File: src/rtl/pla_eval_pkg.sv
// Package: shared literal codes and the single-literal match rule for the
// programmable product-term array. Assumes 2-bit literals per input.
package pla_eval_pkg;

    localparam logic [1:0] LIT_ANY   = 2'b00;
    localparam logic [1:0] LIT_ONE   = 2'b01;
    localparam logic [1:0] LIT_ZERO  = 2'b10;
    localparam logic [1:0] LIT_NEVER = 2'b11;

    // True when one input bit satisfies one stored literal.
    function automatic logic lit_ok(input logic [1:0] code, input logic bit_in);
        logic ok;
        case (code)
            LIT_ANY:  ok = 1'b1;
            LIT_ONE:  ok = bit_in;
            LIT_ZERO: ok = ~bit_in;
            default:  ok = 1'b0;
        endcase
        return ok;
    endfunction

endpackage

File: src/rtl/pla_row_store.sv
// Module: pla_row_store
// Holds the array contents: per row a literal vector and an output mask.
// Reset (active low, synchronous) and clr park every row at never-fire;
// clr wins over a write in the same cycle. Assumes wr_row < N_ROW to write.
module pla_row_store #(
    parameter int N_IN  = 4,
    parameter int N_ROW = 8,
    parameter int N_OUT = 4,
    parameter int ROW_W = 3
) (
    input  logic                       clk,
    input  logic                       rst_n,
    input  logic                       clr,
    input  logic                       wr_en,
    input  logic [ROW_W-1:0]           wr_row,
    input  logic [2*N_IN-1:0]          wr_lits,
    input  logic [N_OUT-1:0]           wr_mask,
    output logic [N_ROW*2*N_IN-1:0]    lits_flat,
    output logic [N_ROW*N_OUT-1:0]     mask_flat
);
    localparam int LIT_W = 2 * N_IN;

    for (genvar r = 0; r < N_ROW; r++) begin : g_row
        logic [LIT_W-1:0] lits_q;
        logic [N_OUT-1:0] mask_q;
        logic             hit;

        // Decode whether this row is the write target.
        always_comb hit = wr_en && (wr_row == ROW_W'(r));

        // Row register: clear/reset to never-fire, else load on write.
        always_ff @(posedge clk) begin
            if (!rst_n || clr) begin
                lits_q <= '1;
                mask_q <= '0;
            end else if (hit) begin
                lits_q <= wr_lits;
                mask_q <= wr_mask;
            end
        end

        // Flatten this row onto the shared buses.
        always_comb begin
            lits_flat[r*LIT_W +: LIT_W] = lits_q;
            mask_flat[r*N_OUT +: N_OUT] = mask_q;
        end
    end

endmodule

File: src/rtl/pla_and_plane.sv
// Module: pla_and_plane
// Product-term plane: one fire bit per row, set when all literals of the
// row accept the input vector. Purely combinational.
module pla_and_plane
    import pla_eval_pkg::*;
#(
    parameter int N_IN  = 4,
    parameter int N_ROW = 8
) (
    input  logic [N_ROW*2*N_IN-1:0] lits_flat,
    input  logic [N_IN-1:0]         in_vec,
    output logic [N_ROW-1:0]        match_vec
);
    localparam int LIT_W = 2 * N_IN;

    for (genvar r = 0; r < N_ROW; r++) begin : g_row
        logic [N_IN-1:0] lit_hit;

        for (genvar i = 0; i < N_IN; i++) begin : g_lit
            // Evaluate one literal of this row.
            always_comb lit_hit[i] = lit_ok(lits_flat[r*LIT_W + 2*i +: 2], in_vec[i]);
        end

        // Row fires when every literal is satisfied.
        always_comb match_vec[r] = &lit_hit;
    end

endmodule

File: src/rtl/pla_or_plane.sv
// Module: pla_or_plane
// Sum plane: each output is the OR of its mask bit over all firing rows.
// Purely combinational; no firing row gives all zeros.
module pla_or_plane #(
    parameter int N_ROW = 8,
    parameter int N_OUT = 4
) (
    input  logic [N_ROW-1:0]       match_vec,
    input  logic [N_ROW*N_OUT-1:0] mask_flat,
    output logic [N_OUT-1:0]       or_res
);
    for (genvar j = 0; j < N_OUT; j++) begin : g_out
        logic [N_ROW-1:0] col;

        for (genvar r = 0; r < N_ROW; r++) begin : g_row
            // Gate this row's mask bit for output j by its fire bit.
            always_comb col[r] = match_vec[r] & mask_flat[r*N_OUT + j];
        end

        // Merge the column.
        always_comb or_res[j] = |col;
    end

endmodule

File: src/rtl/prog_pla_eval.sv
// Module: prog_pla_eval (top)
// Run-time programmable product-term array: row store, product plane,
// sum plane, and an optional output register chosen by REG_OUT.
// Assumes a single clock and a synchronous active-low reset.
module prog_pla_eval #(
    parameter int  N_IN    = 4,
    parameter int  N_ROW   = 8,
    parameter int  N_OUT   = 4,
    parameter bit  REG_OUT = 1'b0,
    localparam int ROW_W   = (N_ROW > 1) ? $clog2(N_ROW) : 1
) (
    input  logic              clk,
    input  logic              rst_n,
    input  logic              clr,
    input  logic              wr_en,
    input  logic [ROW_W-1:0]  wr_row,
    input  logic [2*N_IN-1:0] wr_lits,
    input  logic [N_OUT-1:0]  wr_mask,
    input  logic [N_IN-1:0]   in_vec,
    output logic [N_OUT-1:0]  out_vec
);
    logic [N_ROW*2*N_IN-1:0] lits_flat;
    logic [N_ROW*N_OUT-1:0]  mask_flat;
    logic [N_ROW-1:0]        match_vec;
    logic [N_OUT-1:0]        or_res;

    pla_row_store #(
        .N_IN(N_IN), .N_ROW(N_ROW), .N_OUT(N_OUT), .ROW_W(ROW_W)
    ) store_i (
        .clk(clk), .rst_n(rst_n), .clr(clr), .wr_en(wr_en),
        .wr_row(wr_row), .wr_lits(wr_lits), .wr_mask(wr_mask),
        .lits_flat(lits_flat), .mask_flat(mask_flat)
    );

    pla_and_plane #(
        .N_IN(N_IN), .N_ROW(N_ROW)
    ) and_i (
        .lits_flat(lits_flat), .in_vec(in_vec), .match_vec(match_vec)
    );

    pla_or_plane #(
        .N_ROW(N_ROW), .N_OUT(N_OUT)
    ) or_i (
        .match_vec(match_vec), .mask_flat(mask_flat), .or_res(or_res)
    );

    if (REG_OUT) begin : g_reg
        logic [N_OUT-1:0] out_q;

        // Output register: capture the evaluation each rising edge.
        always_ff @(posedge clk) begin
            if (!rst_n) out_q <= '0;
            else        out_q <= or_res;
        end

        // Drive the port from the register.
        always_comb out_vec = out_q;
    end else begin : g_comb
        // Drive the port straight from the sum plane.
        always_comb out_vec = or_res;
    end

endmodule

File: config.mk
export PLATFORM = sky130hd
export DESIGN_NAME = prog_pla_eval
export DESIGN_NICKNAME = d
export VERILOG_FILES = /design/src/rtl/pla_eval_pkg.sv /design/src/rtl/pla_row_store.sv /design/src/rtl/pla_and_plane.sv /design/src/rtl/pla_or_plane.sv /design/src/rtl/prog_pla_eval.sv
export SDC_FILE = /design/constraint.sdc
export NUM_CORES = 1
export LEC_CHECK = 0
export BUFFER_PORTS_ARGS = -buffer_cell sky130_fd_sc_hd__buf_4
export CAP_MARGIN = 20
export CORE_UTILIZATION = 44
export CTS_CLUSTER_SIZE = 8
export DETAILED_ROUTE_END_ITERATION = 16
export PLACE_DENSITY_LB_ADDON = 0.2
export SLEW_MARGIN = 20
export SYNTH_ARGS = -nofsm -noshare
export SYNTH_HDL_FRONTEND = slang
export SYNTH_HIERARCHICAL = 1
export SYNTH_SLANG_ARGS = --single-unit
export TNS_END_PERCENT = 20
File: constraint.sdc
create_clock -name clk -period 1.15 [get_ports clk]
set_input_delay 0.115 -clock clk [delete_from_list [all_inputs] [get_ports clk]]
set_output_delay 0.115 -clock clk [all_outputs]
set_load 0.05 [all_outputs]
==> flow_summary.json, run 1 <==
{
  "outcome": "finished with violations",
  "violations": "negative setup slack",
  "n_antenna_cell": 0,
  "p_sw_share_pct": 22.87,
  "path_max_fanout": 4,
  "grt_overflow": 0,
  "placed_area_um2": 5197,
  "drv_slew": 0,
  "final-setup-viol-count": 4,
  "fin_crit_sh_pct": 149.8,
  "yosys.area.top_type": "dfxtp_1",
  "synth_fa_ha_area_share_pct": 0,
  "cp_data_arrival_time_ns": 1.61,
  "finalInstanceArea_um2": 5563,
  "hold_viol_final": 0,
  "synth_xor_area_share_pct": 0,
  "fp.dieH_um": 104.3,
  "rsz0062_at_grt": "yes",
  "dp.cells": 573,
  "ir_drop_v": 0.0006353,
  "rrSetupSlack_ns": 0.39,
  "setup_slack_ns": -0.5723,
  "portBuffers": 26,
  "stdcell_count": 589,
  "placeableCoreArea_um2": 9955,
  "leakagePower_nw": 2.454,
  "crit_required_ns": 1.03,
  "grt_max_degree": 36,
  "yosysSeqAreaShare_pct": 41.76,
  "synth.distinct_cells": 18,
  "ant_nets": 0,
  "hpwl_mm": 8.064,
  "power_frac_clock_pct": 39.8,
  "r2r_cells": 2,
  "clk_pin_slew_worst_paths_ns": 0.10,
  "ys.warnings.count": 6,
  "netSwitchingPower_w": 0.001515,
  "grt_usage_pct": 21.72,
  "synth_nets": 435,
  "synth_top_family_by_area": "multiplexers",
  "dieWidth_um": 104.3,
  "finalCriticalPeriod_ns": 1.722,
  "internal_power_w": 0.005108,
  "syn_area_um2": 4602,
  "timing.rr.end": "store_i/g_row[5].lits_q[3]",
  "area_growth_pct": 20.88,
  "initial_core_util_pct": 46.23,
  "cts_sinks": 96,
  "p_total_w": 0.006623,
  "crit_path_start": "store_i/g_row[5].lits_q[7]",
  "cts_tree": "done",
  "max_cap_viol_count": 0,
  "synth-simple-area-share_pct": 23.11,
  "clock-root-buffer": "clkbuf_8",
  "hold_path.class": "in -> reg",
  "avgSynthCellArea_um2": 11.17,
  "rows": 36,
  "path_class": "reg -> out",
  "post_cts_buffers": 0,
  "die_area_um2": 10870,
  "pwr-share-seq_pct": 50.8,
  "synth-seq-cells": 96,
  "power.density_nw_per_um2": 1191,
  "fin_skew_ns": 0,
  "antenna_found_initial": 0,
  "synth.area.mux_share_pct": 27.84,
  "numCtsBuffers": 9,
  "h-tree-depth": 3,
  "start_kind": "flop",
  "slew_headroom_pct": 70.95,
  "worstReg2RegStart": "store_i/g_row[5].lits_q[3]",
  "clock_latency_ns": 0.36,
  "viasPerCell": 5.705,
  "netlist_top_cells_area": "dfxtp_1 42%, mux2i_1 28%, nor3b_1 10%",
  "critPathCapture": "out_vec[0]",
  "grt_pass1_wl_mm": 18.25,
  "first_pass_iters": 4,
  "dr.first_iter.drc_count": 155,
  "vias": 3360,
  "wl_per_cell_um": 19.59,
  "synth_compound_area_share_pct": 2.610,
  "grt_pass1_vias": 3369,
  "wirelength_mm": 11.54,
  "synth_top_area_share_pct": 41.76,
  "cts.path.max_buffers": 2,
  "gp_congestion": 0.8361,
  "max_clock_freq_mhz": 580.6,
  "finalNetCount": 475,
  "place_ws_ns": -0.3922,
  "cp-end-kind": "output port",
  "postSynthCellCount": 412,
  "tns_ns": -2.254,
  "drive_gt1_share_pct": 28.95,
  "worstMarginPinSlew_ns": 0.4344,
  "comb_power_share_pct": 9.4,
  "ioPinCount": 27,
  "drc_errors": 0
}
-- repair_timing --
action,CTS,global route
hold buffers,1,0
endpoints found under the setup margin,4,4
pin swaps,5,5
endpoints found under the hold margin,1,0
resized for setup,34,8
-- power by group through the flow --
stage,Combinational (W),Sequential (W),Clock [W]
finish,0.000620,0.00337,0.00264
global route,0.000655,0.00337,0.00280
CTS,0.000619,0.00337,0.00268
detailed placement,0.000612,0.00344,0
global placement,0.000602,0.00344,0
floorplan,0.000360,0.00344,0
-- per-layer routing --
layer / GRT usage (%) / wire length (um) / part of all wire [%] / up-vias
li1: - / - / - / 1602
met1: 29.34 / 5466 / 47 / 1699
met2: 35.34 / 5480 / 47 / 47
met3: 4.261 / 454 / 3.9 / 12
met4: 5.510 / 136 / 1.2 / 0
met5: 0 / 0 / 0 / -
-- flip-flops by register name, summed over array words and instances (netlist names) --
name,cells
store_i/g_row.lits_q,64
store_i/g_row.mask_q,32
-- cells in the final DEF, fill, tap and decap left out, drive strengths merged --
cell type | netlist | layout
mux2i | 128 | 128
dfxtp | 96 | 96
nor3b | 72 | 72
buf | 21 | 69
nand3b | 36 | 36
a22oi | 16 | 16
clkbuf | 20 | 9
and4 | 8 | 8
nand4 | 5 | 5
bufinv | 0 | 3
nand4bb | 3 | 3
nand4b | 3 | 3
inv | 0 | 2
clkinvlp | 0 | 1
dlygate4sd3 | 0 | 1
and4bb | 1 | 1
nor4bb | 1 | 1
or4b | 1 | 1
nor4b | 1 | 1
-- metrics by stage --
step                      utilization, %  hold WS (ns)
after global routing               55.88        0.1748
after CTS                          55.66        0.1540
after detailed placement           52.21        0.3913
final                              55.88        0.1662
after global placement             52.21        0.3784
after floorplan                        -        0.3119
-- layout make-up --
class	instances	area [um^2]
clock buffer	9	123.9
sequential	96	1936
tap	133	166.4
multi-input combinational	275	2566
timing repair buffer	70	655.6
fill	873	4392
clock inverter	6	115.1
-- logic make-up after synthesis --
kind of cell           after synthesis
AO/OA/AOI/OAI                       16
buffers and inverters               41
flip-flops                          96
multiplexers                       128
AND/OR/NAND/NOR                    131
-- cell usage after synthesis (all sizes together) --
cell type and instances:
or4b 1, nand3b 36, nand4b 3, mux2i 128
buf 21, clkbuf 20, nor3b 72, and4bb 1
and4 8, nand4bb 3, nand4 5, nor4b 1
dfxtp 96, a22oi 16, nor4bb 1
-- worst max-delay path, stage by stage, from the launching register on --
cell and delay [ns]:
dfxtp_2 0.33, mux2i_1 0.14, buf_4 0.16, and4_4 0.25, a22oi_1 0.08, nand4_1 0.11
buf_6 0.17
-- worst min path at each step --
stage / start / end / cells after the start
floorplan: wr_lits[6] / store_i/g_row[0].lits_q[6] / 2
global placement: wr_lits[0] / store_i/g_row[7].lits_q[0] / 3
detailed placement: wr_lits[0] / store_i/g_row[7].lits_q[0] / 3
CTS: wr_lits[1] / store_i/g_row[5].lits_q[1] / 4
global route: wr_lits[1] / store_i/g_row[1].lits_q[1] / 4
finish: wr_lits[1] / store_i/g_row[5].lits_q[1] / 4
Note: power is estimated with default switching activity, not from simulation.
==> run 2, diff against run 1 <==
Settings changed: CORE_MARGIN from default to 4, PLACE_DENSITY from default to 0.74, PLACE_DENSITY_LB_ADDON 0.2 to default.
==> flow_summary.json, run 2 (synthesis gave the netlist of run 1 again) <==
{
  "outcome": "finished with violations",
  "rrSetupSlack_ns": 0.38,
  "slew_headroom_pct": 72.27,
  "cts_sinks": 96,
  "gp_congestion": 0.8821,
  "rows": 37,
  "drc_errors": 0,
  "ir_drop_v": 0.0007377,
  "cts.path.max_buffers": 2,
  "die_area_um2": 12160,
  "drive_gt1_share_pct": 29.08,
  "wirelength_mm": 11.14,
  "grt_overflow": 0,
  "dr.first_iter.drc_count": 209,
  "final_common_cell": "mux2i_1",
  "numCtsBuffers": 9,
  "finalInstanceArea_um2": 5385,
  "fp.dieH_um": 110.3,
  "viasPerCell": 5.684,
  "reg.largest.list": "store_i/g_row.lits_q x64, store_i/g_row.mask_q x32",
  "start_kind": "flop",
  "worstReg2RegStart": "store_i/g_row[1].lits_q[3]",
  "vias": 3314,
  "crit_buf_inv": 1,
  "violations": "negative setup slack",
  "timing.rr.end": "store_i/g_row[1].lits_q[3]",
  "hold_viol_final": 0,
  "path_max_fanout": 4,
  "min_to": "store_i/g_row[0].lits_q[0]",
  "max_cap_viol_count": 0,
  "initial_core_util_pct": 44.78,
  "clock_latency_ns": 0.36,
  "worstHoldStart": "wr_lits[0]",
  "grt_pass1_vias": 3450,
  "final_cell_mix": "119 x mux2i_1, 78 x dfxtp_1, 64 x nor3b_1",
  "hold_path_depth": 4,
  "grt_usage_pct": 19.44,
  "drv_slew": 0,
  "portBuffers": 26,
  "h-tree-depth": 3,
  "grt_pass1_wl_mm": 18.12,
  "ant_nets": 0,
  "antenna_found_initial": 0,
  "final-setup-viol-count": 4,
  "area_growth_pct": 17.02,
  "cpMaxStageDelayCell": "dfxtp_1",
  "rsz0062_at_grt": "yes",
  "cts_tree": "done",
  "worstMarginPinSlew_ns": 0.4148,
  "leakagePower_nw": 2.339,
  "cts_hold_buf": 0,
  "tns_ns": -2.108,
  "clock-root-buffer": "clkbuf_8",
  "r2r_cells": 2,
  "critPathTopFamily": "simple AND/OR/NAND/NOR gates",
  "largest-register": "store_i/g_row.lits_q",
  "first_pass_iters": 4,
  "post_cts_buffers": 0,
  "max_clock_freq_mhz": 591.3,
  "fin_skew_ns": 0,
  "placeableCoreArea_um2": 10280,
  "critPathMaxStageDelay_ns": 0.33,
  "path_class": "reg -> out",
  "fin_util_pct": 52.40,
  "finalNetCount": 465,
  "finalCriticalPeriod_ns": 1.691,
  "grt_max_degree": 31,
  "clk_pin_slew_worst_paths_ns": 0.09,
  "hold_path.class": "in -> reg",
  "ioPinCount": 27,
  "setup_slack_ns": -0.5411,
  "largest_reg_flops": 64,
  "cp_data_arrival_time_ns": 1.58,
  "cp-end-kind": "output port",
  "power.density_nw_per_um2": 1092,
  "crit_required_ns": 1.03,
  "crit_path_cell_trace": "mux2i_2, and4_4, a22oi_1, nand4_1, buf_6",
  "wl_per_cell_um": 19.10,
  "placed_area_um2": 5059,
  "n_antenna_cell": 0,
  "fin_crit_sh_pct": 147.1,
  "dieWidth_um": 110.3,
  "hpwl_mm": 7.741
}
## run 2: cell types whose count changed in the layout (fill, tap and decap cells not counted), moves of 2 or more
cell        delta
dfxtp_1        -7
dfxtp_2        +7
buf_12         -6
mux2i_4        +4
buf_4          -3
bufinv_16      -3
clkinvlp_4     +3
mux2i_2        -3
a22oi_1        +2
a22oi_2        -2
clkinv_2       +2
inv_6          -2
## run 2: timing repair
item,4_1_cts,5_1_grt
resized for setup,33,19
pin swaps,7,12
endpoints found under the hold margin,0,0
endpoints found under the setup margin,4,4
## run 2: worst max path at each step
stage	startpoint	depth (start not counted)	to
6_report	store_i/g_row[7].lits_q[1]	5	out_vec[3]
5_1_grt	store_i/g_row[7].lits_q[5]	5	out_vec[3]
4_1_cts	store_i/g_row[0].lits_q[6]	5	out_vec[2]
3_5_place_dp	in_vec[0]	6	out_vec[3]
3_3_place_gp	in_vec[1]	6	out_vec[3]
2_1_floorplan	store_i/g_row[6].lits_q[7]	4	out_vec[0]
## run 2: per-stage QoR
stage	total power [W]	hold slack, ns	cells	setup slack (ns)
floorplan	0.003798	0.3119	412	-0.2070
global placement	0.003985	0.4760	567	-0.3580
detailed placement	0.003998	0.4861	567	-0.3427
CTS	0.005954	0.1572	583	-0.5483
global route	0.006126	0.1693	583	-0.5931
finish	0.005883	0.1704	583	-0.5411
## run 2: final cells by class
class                      instances  area [um^2]
fill                             914         4892
clock inverter                     7        48.80
multi-input combinational        275         2595
tap                              136        170.2
clock buffer                       9        123.9
sequential                        96         1944
timing repair buffer              60        503.0
## run 2: power breakdown
part	internal (W)	switching, W
Combinational	0.000270	0.000299
Clock	0.000779	0.00117
Sequential	0.00335	0.0000181
## run 2: worst reg2reg max path: stages (launching register included)
cell and delay [ns]:
dfxtp_2 0.34, nor3b_1 0.22, mux2i_1 0.10
## run 2: per-layer routing
| layer | vias to the layer above | track usage (%) | wire length (um) |
|---|---|---|---|
| li1 | 1584 | - | - |
| met1 | 1623 | 25.48 | 4965 |
| met2 | 94 | 32.19 | 5414 |
| met3 | 13 | 3.844 | 545 |
| met4 | 0 | 6.245 | 211 |
| met5 | - | 0 | 0 |
